`src/rtl/sdr_rdpipe_pkg.sv`:
```
package sdr_rdpipe_pkg;
  localparam int MAX_LAT = 3;
  localparam int CODE_W  = 3;

  function automatic logic code_ok(input logic [CODE_W-1:0] c);
    return (c >= CODE_W'(1)) && (c <= CODE_W'(MAX_LAT));
  endfunction
endpackage

```
`src/rtl/rdp_lat_reg.sv`:
```
module rdp_lat_reg
  import sdr_rdpipe_pkg::*;
#(
  parameter int RST_LAT = 2
) (
  input  logic              clk,
  input  logic              rst,
  input  logic              wr,
  input  logic [CODE_W-1:0] code,
  input  logic              busy,
  output logic [CODE_W-1:0] lat,
  output logic              err
);
  always_ff @(posedge clk) begin
    if (rst) begin
      lat <= CODE_W'(RST_LAT);
      err <= 1'b0;
    end else begin
      err <= 1'b0;
      if (wr) begin
        if (busy || !code_ok(code)) err <= 1'b1;
        else                        lat <= code;
      end
    end
  end
endmodule

```
`src/rtl/rdp_delay_line.sv`:
```
module rdp_delay_line #(
  parameter int DATA_W = 32,
  parameter int DEPTH  = 3
) (
  input  logic                         clk,
  input  logic                         rst,
  input  logic                         in_vld,
  input  logic [DATA_W-1:0]            in_data,
  output logic [DEPTH:0]               tap_vld,
  output logic [DEPTH:0][DATA_W-1:0]   tap_data
);
  assign tap_vld[0]  = in_vld;
  assign tap_data[0] = in_data;

  for (genvar g = 1; g <= DEPTH; g++) begin : g_stage
    logic              v_q;
    logic [DATA_W-1:0] d_q;
    always_ff @(posedge clk) begin
      if (rst) v_q <= 1'b0;
      else     v_q <= tap_vld[g-1];
    end
    always_ff @(posedge clk) begin
      d_q <= tap_data[g-1];
    end
    assign tap_vld[g]  = v_q;
    assign tap_data[g] = d_q;
  end
endmodule

```
`src/rtl/rdp_out_stage.sv`:
```
module rdp_out_stage
  import sdr_rdpipe_pkg::*;
#(
  parameter int DATA_W = 32,
  parameter int DEPTH  = 3
) (
  input  logic                       clk,
  input  logic                       rst,
  input  logic [CODE_W-1:0]          lat,
  input  logic [DEPTH:0]             tap_vld,
  input  logic [DEPTH:0][DATA_W-1:0] tap_data,
  output logic                       oe,
  output logic                       valid,
  output logic [DATA_W-1:0]          data
);
  logic              sel_vld;
  logic              pre_vld;
  logic [DATA_W-1:0] sel_data;

  always_comb begin
    sel_vld  = 1'b0;
    pre_vld  = 1'b0;
    sel_data = '0;
    for (int i = 1; i <= DEPTH; i++) begin
      if (lat == CODE_W'(i)) begin
        sel_vld  = tap_vld[i];
        pre_vld  = tap_vld[i-1];
        sel_data = tap_data[i];
      end
    end
  end

  always_ff @(posedge clk) begin
    if (rst) begin
      oe    <= 1'b0;
      valid <= 1'b0;
      data  <= '0;
    end else begin
      oe    <= sel_vld | pre_vld;
      valid <= sel_vld;
      data  <= sel_vld ? sel_data : '0;
    end
  end
endmodule

```
`src/rtl/sdr_read_latency_pipe.sv`:
```
module sdr_read_latency_pipe
  import sdr_rdpipe_pkg::*;
#(
  parameter int DATA_W  = 32,
  parameter int RST_LAT = 2
) (
  input  logic              clk,
  input  logic              rst,
  input  logic              lat_wr,
  input  logic [2:0]        lat_code,
  input  logic              rd_cmd,
  input  logic [DATA_W-1:0] rd_data,
  input  logic              beat_vld,
  input  logic [DATA_W-1:0] beat_data,
  output logic              dq_oe,
  output logic [DATA_W-1:0] dq_data,
  output logic              dq_valid,
  output logic              lat_err
);
  localparam int DEPTH = MAX_LAT;

  logic                       in_vld;
  logic [DATA_W-1:0]          in_data;
  logic [DEPTH:0]             tap_vld;
  logic [DEPTH:0][DATA_W-1:0] tap_data;
  logic [CODE_W-1:0]          cur_lat;
  logic                       busy;

  assign in_vld  = rd_cmd | beat_vld;
  assign in_data = rd_cmd ? rd_data : beat_data;
  assign busy    = (|tap_vld) | dq_valid;

  rdp_lat_reg #(.RST_LAT(RST_LAT)) u_lat (
    .clk(clk), .rst(rst), .wr(lat_wr), .code(lat_code),
    .busy(busy), .lat(cur_lat), .err(lat_err)
  );

  rdp_delay_line #(.DATA_W(DATA_W), .DEPTH(DEPTH)) u_dly (
    .clk(clk), .rst(rst), .in_vld(in_vld), .in_data(in_data),
    .tap_vld(tap_vld), .tap_data(tap_data)
  );

  rdp_out_stage #(.DATA_W(DATA_W), .DEPTH(DEPTH)) u_out (
    .clk(clk), .rst(rst), .lat(cur_lat), .tap_vld(tap_vld),
    .tap_data(tap_data), .oe(dq_oe), .valid(dq_valid), .data(dq_data)
  );
endmodule

```
`config.mk`:
```
export PLATFORM = sky130hd
export DESIGN_NAME = sdr_read_latency_pipe
export DESIGN_NICKNAME = d
export VERILOG_FILES = /design/src/rtl/sdr_rdpipe_pkg.sv /design/src/rtl/rdp_lat_reg.sv /design/src/rtl/rdp_delay_line.sv /design/src/rtl/rdp_out_stage.sv /design/src/rtl/sdr_read_latency_pipe.sv
export SDC_FILE = /design/constraint.sdc
export NUM_CORES = 1
export LEC_CHECK = 0
export CORE_ASPECT_RATIO = 0.6
export CORE_MARGIN = 4
export CORE_UTILIZATION = 45
export DETAILED_ROUTE_END_ITERATION = 16
export PLACE_DENSITY = 0.74
export SYNTH_ARGS = -nofsm -noshare
export SYNTH_HDL_FRONTEND = slang
export SYNTH_SLANG_ARGS = --single-unit
```
`constraint.sdc`:
```
create_clock -name clk -period 3.4 [get_ports clk]
set_input_delay 0.34 -clock clk [delete_from_list [all_inputs] [get_ports clk]]
set_output_delay 0.34 -clock clk [all_outputs]
set_load 0.005 [all_outputs]
```
# Word level (Yosys, flattened, before mapping)
# Cells that the tools add are included.
[word_totals]
reg_bits = 137
input_bits = 72
word_cells = 40
[op_classes]
order_cmp = 2
eq_ne = 3
mux = 11
n_bitwise = 6
reduce_logical = 7
[op_table]
columns = ["operator", "count"]
rows = [
  ["$mux 32", 4],
  ["$mux 1", 7],
  ["$eq 3x2->1 const B", 2],
  ["$reduce_or 2->1", 2],
  ["$reduce_or 4->1", 1],
  ["$eq 3x1->1 const B", 1],
  ["$ge 3x1->1 const B", 1],
  ["$le 3x2->1 const B", 1],
  ["$not 1->1", 3],
  ["$or 1x1->1", 3],
  ["$reduce_and 2->1", 1],
  ["$logic_and 1x1->1", 1],
  ["$logic_not 1->1", 1],
  ["$logic_or 1x1->1", 1],
]

# Logic depth before layout (Yosys ltp)
[logic_depth]
ltp_word = 6
depth_mapped = 6

# Cells and area by module
# Synthesis repeated with hierarchy kept, for this count alone.
[hier_totals]
cells_unflattened = 348
hier_area_um2 = 4561.9
[by_module_without_submodules]
columns = ["module", "n_inst", "cells_per_inst", "area_per_inst_um2", "seq_area_each_um2"]
rows = [
  ["rdp_delay_line", 1, 138, 2270.9, 1981.9],
  ["rdp_out_stage", 1, 155, 1562.7, 680.7],
  ["sdr_read_latency_pipe", 1, 40, 559.3, 0.0],
  ["rdp_lat_reg", 1, 15, 168.9, 80.1],
]

# Least setup slack after synthesis
# Ideal clock, no wire load.
[synth_timing]
kind = "in2reg"
start = "in rd_cmd"
end = "reg u_lat.lat[0]"
arrival_ns = 1.367
required_ns = 3.328
setup_slack_ns = 1.962
stages = 4
n_path_buf = 1
path_cell_list = "buf_6 or4_4 nor3_4 mux2i_1"
[synth_between]
elab_chain_cells = 6
[synth_lines]
columns = ["item", "line", "text"]
rows = [
  ["start: declaration", "sdr_read_latency_pipe.sv:11", "input logic rd_cmd,"],
  ["$or 1x1->1", "sdr_read_latency_pipe.sv:29", "assign in_vld = rd_cmd | beat_vld;"],
  ["$reduce_or 4->1", "sdr_read_latency_pipe.sv:31", "assign busy = (|tap_vld) | dq_valid;"],
  ["$or 1x1->1", "sdr_read_latency_pipe.sv:31", ""],
  ["$logic_or 1x1->1", "rdp_lat_reg.sv:21", "if (busy || !code_ok(code)) err <= 1'b1;"],
  ["$not 1->1 (no line)", "--", ""],
  ["$reduce_and 2->1 (no line)", "--", ""],
  ["end signal: assignment", "rdp_lat_reg.sv:16", "lat <= CODE_W'(RST_LAT);"],
  ["end signal: assignment", "rdp_lat_reg.sv:22", "else lat <= code;"],
  ["end: declaration", "rdp_lat_reg.sv:11", "output logic [CODE_W-1:0] lat,"],
]
# Every way passes these cells.
# A chain may end at the register's enable or synchronous reset.

# Final worst setup path
[layout_timing]
start = "reg u_lat.lat[0]"
end = "reg u_out.data[16]"
[layout_between]
elab_chain_cells = 6
[layout_lines]
columns = ["item", "line", "text"]
rows = [
  ["$eq 3x1->1", "rdp_out_stage.sv:25", "if (lat == CODE_W'(i)) begin"],
  ["$mux 1 (3 in a row)", "rdp_out_stage.sv:25", ""],
  ["$not 1->1 (no line)", "--", ""],
  ["$reduce_or 2->1 (no line)", "--", ""],
  ["end signal: assignment", "rdp_out_stage.sv:41", "data <= sel_vld ? sel_data : '0;"],
  ["end: declaration", "rdp_out_stage.sv:14", "output logic [DATA_W-1:0] data"],
]
# Parallel ways exist; a longest one is shown, timed or not.

==> impl_metrics.env <==
export IMPL_synthMuxAreaShare=0.183
export IMPL_synthAdderAreaFrac=0
export IMPL_vias=2680
export IMPL_wire_per_inst_um=16.1
export IMPL_required_ps=3700
export IMPL_grt_setup_unrepaired="no"
export IMPL_cp_end_kind="flip-flop"
export IMPL_final_period_utilization=0.578
export IMPL_numPortBuffers=106
export IMPL_finalHoldViolations=0
export IMPL_syn_to_final_growth_pct=39.4
export IMPL_crit_fanout=19
export IMPL_start_util=0.477
export IMPL_io_pins=107
export IMPL_dominantRegCellSynth="dfxtp_1"
export IMPL_worstMarginPinSlew_ps=808
export IMPL_clk_path_buf_depth=2
export IMPL_root_buffer="clkbuf_16"
export IMPL_fmax_mhz=509
export IMPL_synth_common_cells="dfxtp_1 (137), mux2_2 (65), nor3_1 (33)"
export IMPL_dr_pass1_iters=4
export IMPL_setup_viol=0
export IMPL_final_cells=546
export IMPL_postCtsSetupBuffers=0
export IMPL_synthSimpleGateAreaFrac=0.0705
export IMPL_drc=0
export IMPL_layout_drive_gt1_share=0.226
export IMPL_ys_types=24
export IMPL_min_period_ps=1960
export IMPL_die_w_um=132
export IMPL_synth_top_family_by_area="multiplexers"
export IMPL_skew_ps=5.82
export IMPL_clk_latency_ps=400
export IMPL_holdBufCountCts=0
export IMPL_antenna_found_initial=0
export IMPL_fp_dieH_um=82.6
export IMPL_synth_seq_cells=137
export IMPL_dpl_cell_count=515
export IMPL_clk_pin_slew_ps=50
export IMPL_grt_pass1_wl_mm=13.8
export IMPL_synth_edff_count=0
export IMPL_power_mw=3.62
export IMPL_synth_seq_area_share=0.657
export IMPL_cp_arrival_ps=2270
export IMPL_hold_class="reg -> reg"
export IMPL_cp_slowest_cell="nor2b_2"
export IMPL_avgSynthCellArea_um2=13.1
export IMPL_rows=26
export IMPL_detail_route_antenna_nets=0
export IMPL_first_iter_violations=137
export IMPL_grt_max_degree=39
export IMPL_worstSetupPathType="reg -> reg"
export IMPL_critical_path_cell_chain="nor2b_2 > buf_4 > a22oi_1 > nor3_1"
export IMPL_synth_compound_area_frac=0.0624
export IMPL_yosysMostFrequentCell="dfxtp_1"
export IMPL_synthCells=318
export IMPL_cts_sinks=137
export IMPL_post_cts_resized=0
export IMPL_synth_largest_area_cell="dfxtp_1"
export IMPL_status="complete, no violations"
export IMPL_critical_path_max_stage_delay_ps=660
export IMPL_grtUsageTotal=0.166
export IMPL_leakage_nw=2.25
export IMPL_maxSlewHeadroom=0.462
export IMPL_synth_nets=390
export IMPL_max_vdd_ir_drop_uv=463
export IMPL_die_area_um2=10900
export IMPL_cts_made_buffers=17
export IMPL_nets=494
export IMPL_cts_tree="done"
export IMPL_gp_congestion=0.719
export IMPL_synthXorXnorAreaFrac=0
export IMPL_cap_violations=0
export IMPL_core_um2=8750
export IMPL_yosysWarnings=0
export IMPL_fin_setup_tns_ps=0
export IMPL_netlist_area_um2=4170
export IMPL_yosysTopAreaCellShare=0.657
export IMPL_grt_overflow=0
export IMPL_dpl_hpwl_mm=5.68
export IMPL_grt_pass1_vias=2723
export IMPL_cp_start_kind="flip-flop"
export IMPL_slew_viol_final=0
export IMPL_htree_levels=4
export IMPL_netlist_top_cells_area="dfxtp_1 (66%), mux2_2 (18%), a22oi_1 (5.8%)"
export IMPL_p_per_area_nw_per_um2=623
export IMPL_via_per_inst=4.91
export IMPL_diodes=0
export IMPL_postSynth_asyncResetShare=0
export IMPL_drt_wl_total_mm=8.81
==> sequential cells by signal (all words and copies together) (netlist names) <==
name	count
u_dly.g_stage.d_q	96
u_dly.g_stage.v_q	3
u_lat.err	1
u_lat.lat	3
u_out.data	32
u_out.oe	1
u_out.valid	1
==> worst max-delay path: cells and delay by family (launching register included) <==
family | cells | cell delay, ps
buffers and inverters | 1 | 380
DFF | 1 | 530
and+or+nand+nor | 2 | 830
AOI/OAI and AO/OA | 1 | 130
==> area by class of cell <==
type	count	area [um^2]
fill	630	2940
sequential	137	2740
multi-input combinational	156	1320
timing repair buffer	109	1080
clock buffer	29	520
tap	112	140
clock inverter	2	10.0
inverter	1	3.75
==> kinds of logic after synthesis <==
logic type / count (synthesis)
flops: 137
simple gates: 53
mux: 68
compound gates: 35
buf+inv: 25
==> where the power goes <==
group / switching [mW] / internal [mW] / total (mW)
clock: 0.593 / 1.02 / 1.62
combinational: 0.0773 / 0.168 / 0.245
sequential: 0.0452 / 1.71 / 1.76
==> routing by layer <==
metal  vias to the layer above  GRT usage  share of wire
met2                        60      0.276           0.48
li1                       1348          -              -
met3                         4     0.0726          0.054
met5                         -          0              0
met1                      1268      0.194           0.46
met4                         0     0.0664         0.0058
==> final timing paths <==
path / from / end / slack (ps) / cells after the start
min reg2reg: u_dly.g_stage[1].d_q[24]$_DFF_P_ / u_dly.g_stage[2].d_q[24]$_DFF_P_ / 340 / 0
max: u_lat.lat[0]$_SDFFE_PP0P_ / u_out.data[16]$_SDFF_PP0_ / 1440 / 4
min: u_dly.g_stage[1].d_q[24]$_DFF_P_ / u_dly.g_stage[2].d_q[24]$_DFF_P_ / 340 / 0
max reg2reg: u_lat.lat[0]$_SDFFE_PP0P_ / u_out.data[16]$_SDFF_PP0_ / 1440 / 4
==> through the flow <==
stage,area (um^2),util,worst slack [ps],hold WS (ps)
after floorplan,4170,-,1960,327
after global placement,5290,0.604,1480,333
after detailed placement,5290,0.604,1430,336
after CTS,5820,0.665,1440,349
after global routing,5820,0.665,1300,353
final,5820,0.665,1440,344
==> placed cells by master, fill, tap and decap left out, drive strengths merged, types with 2 or more instances in the layout <==
cell           instances
nor2                   6
a22oi                 32
clkbuf                29
nand2b                 2
dfxtp                137
nor2b                  3
nor3                  34
mux2i                  3
mux2                  65
nor3b                  2
buf                    4
a21oi                  2
clkdlybuf4s50        105
clkinv                 2
No activity file was read; power rests on OpenSTA's default activity.
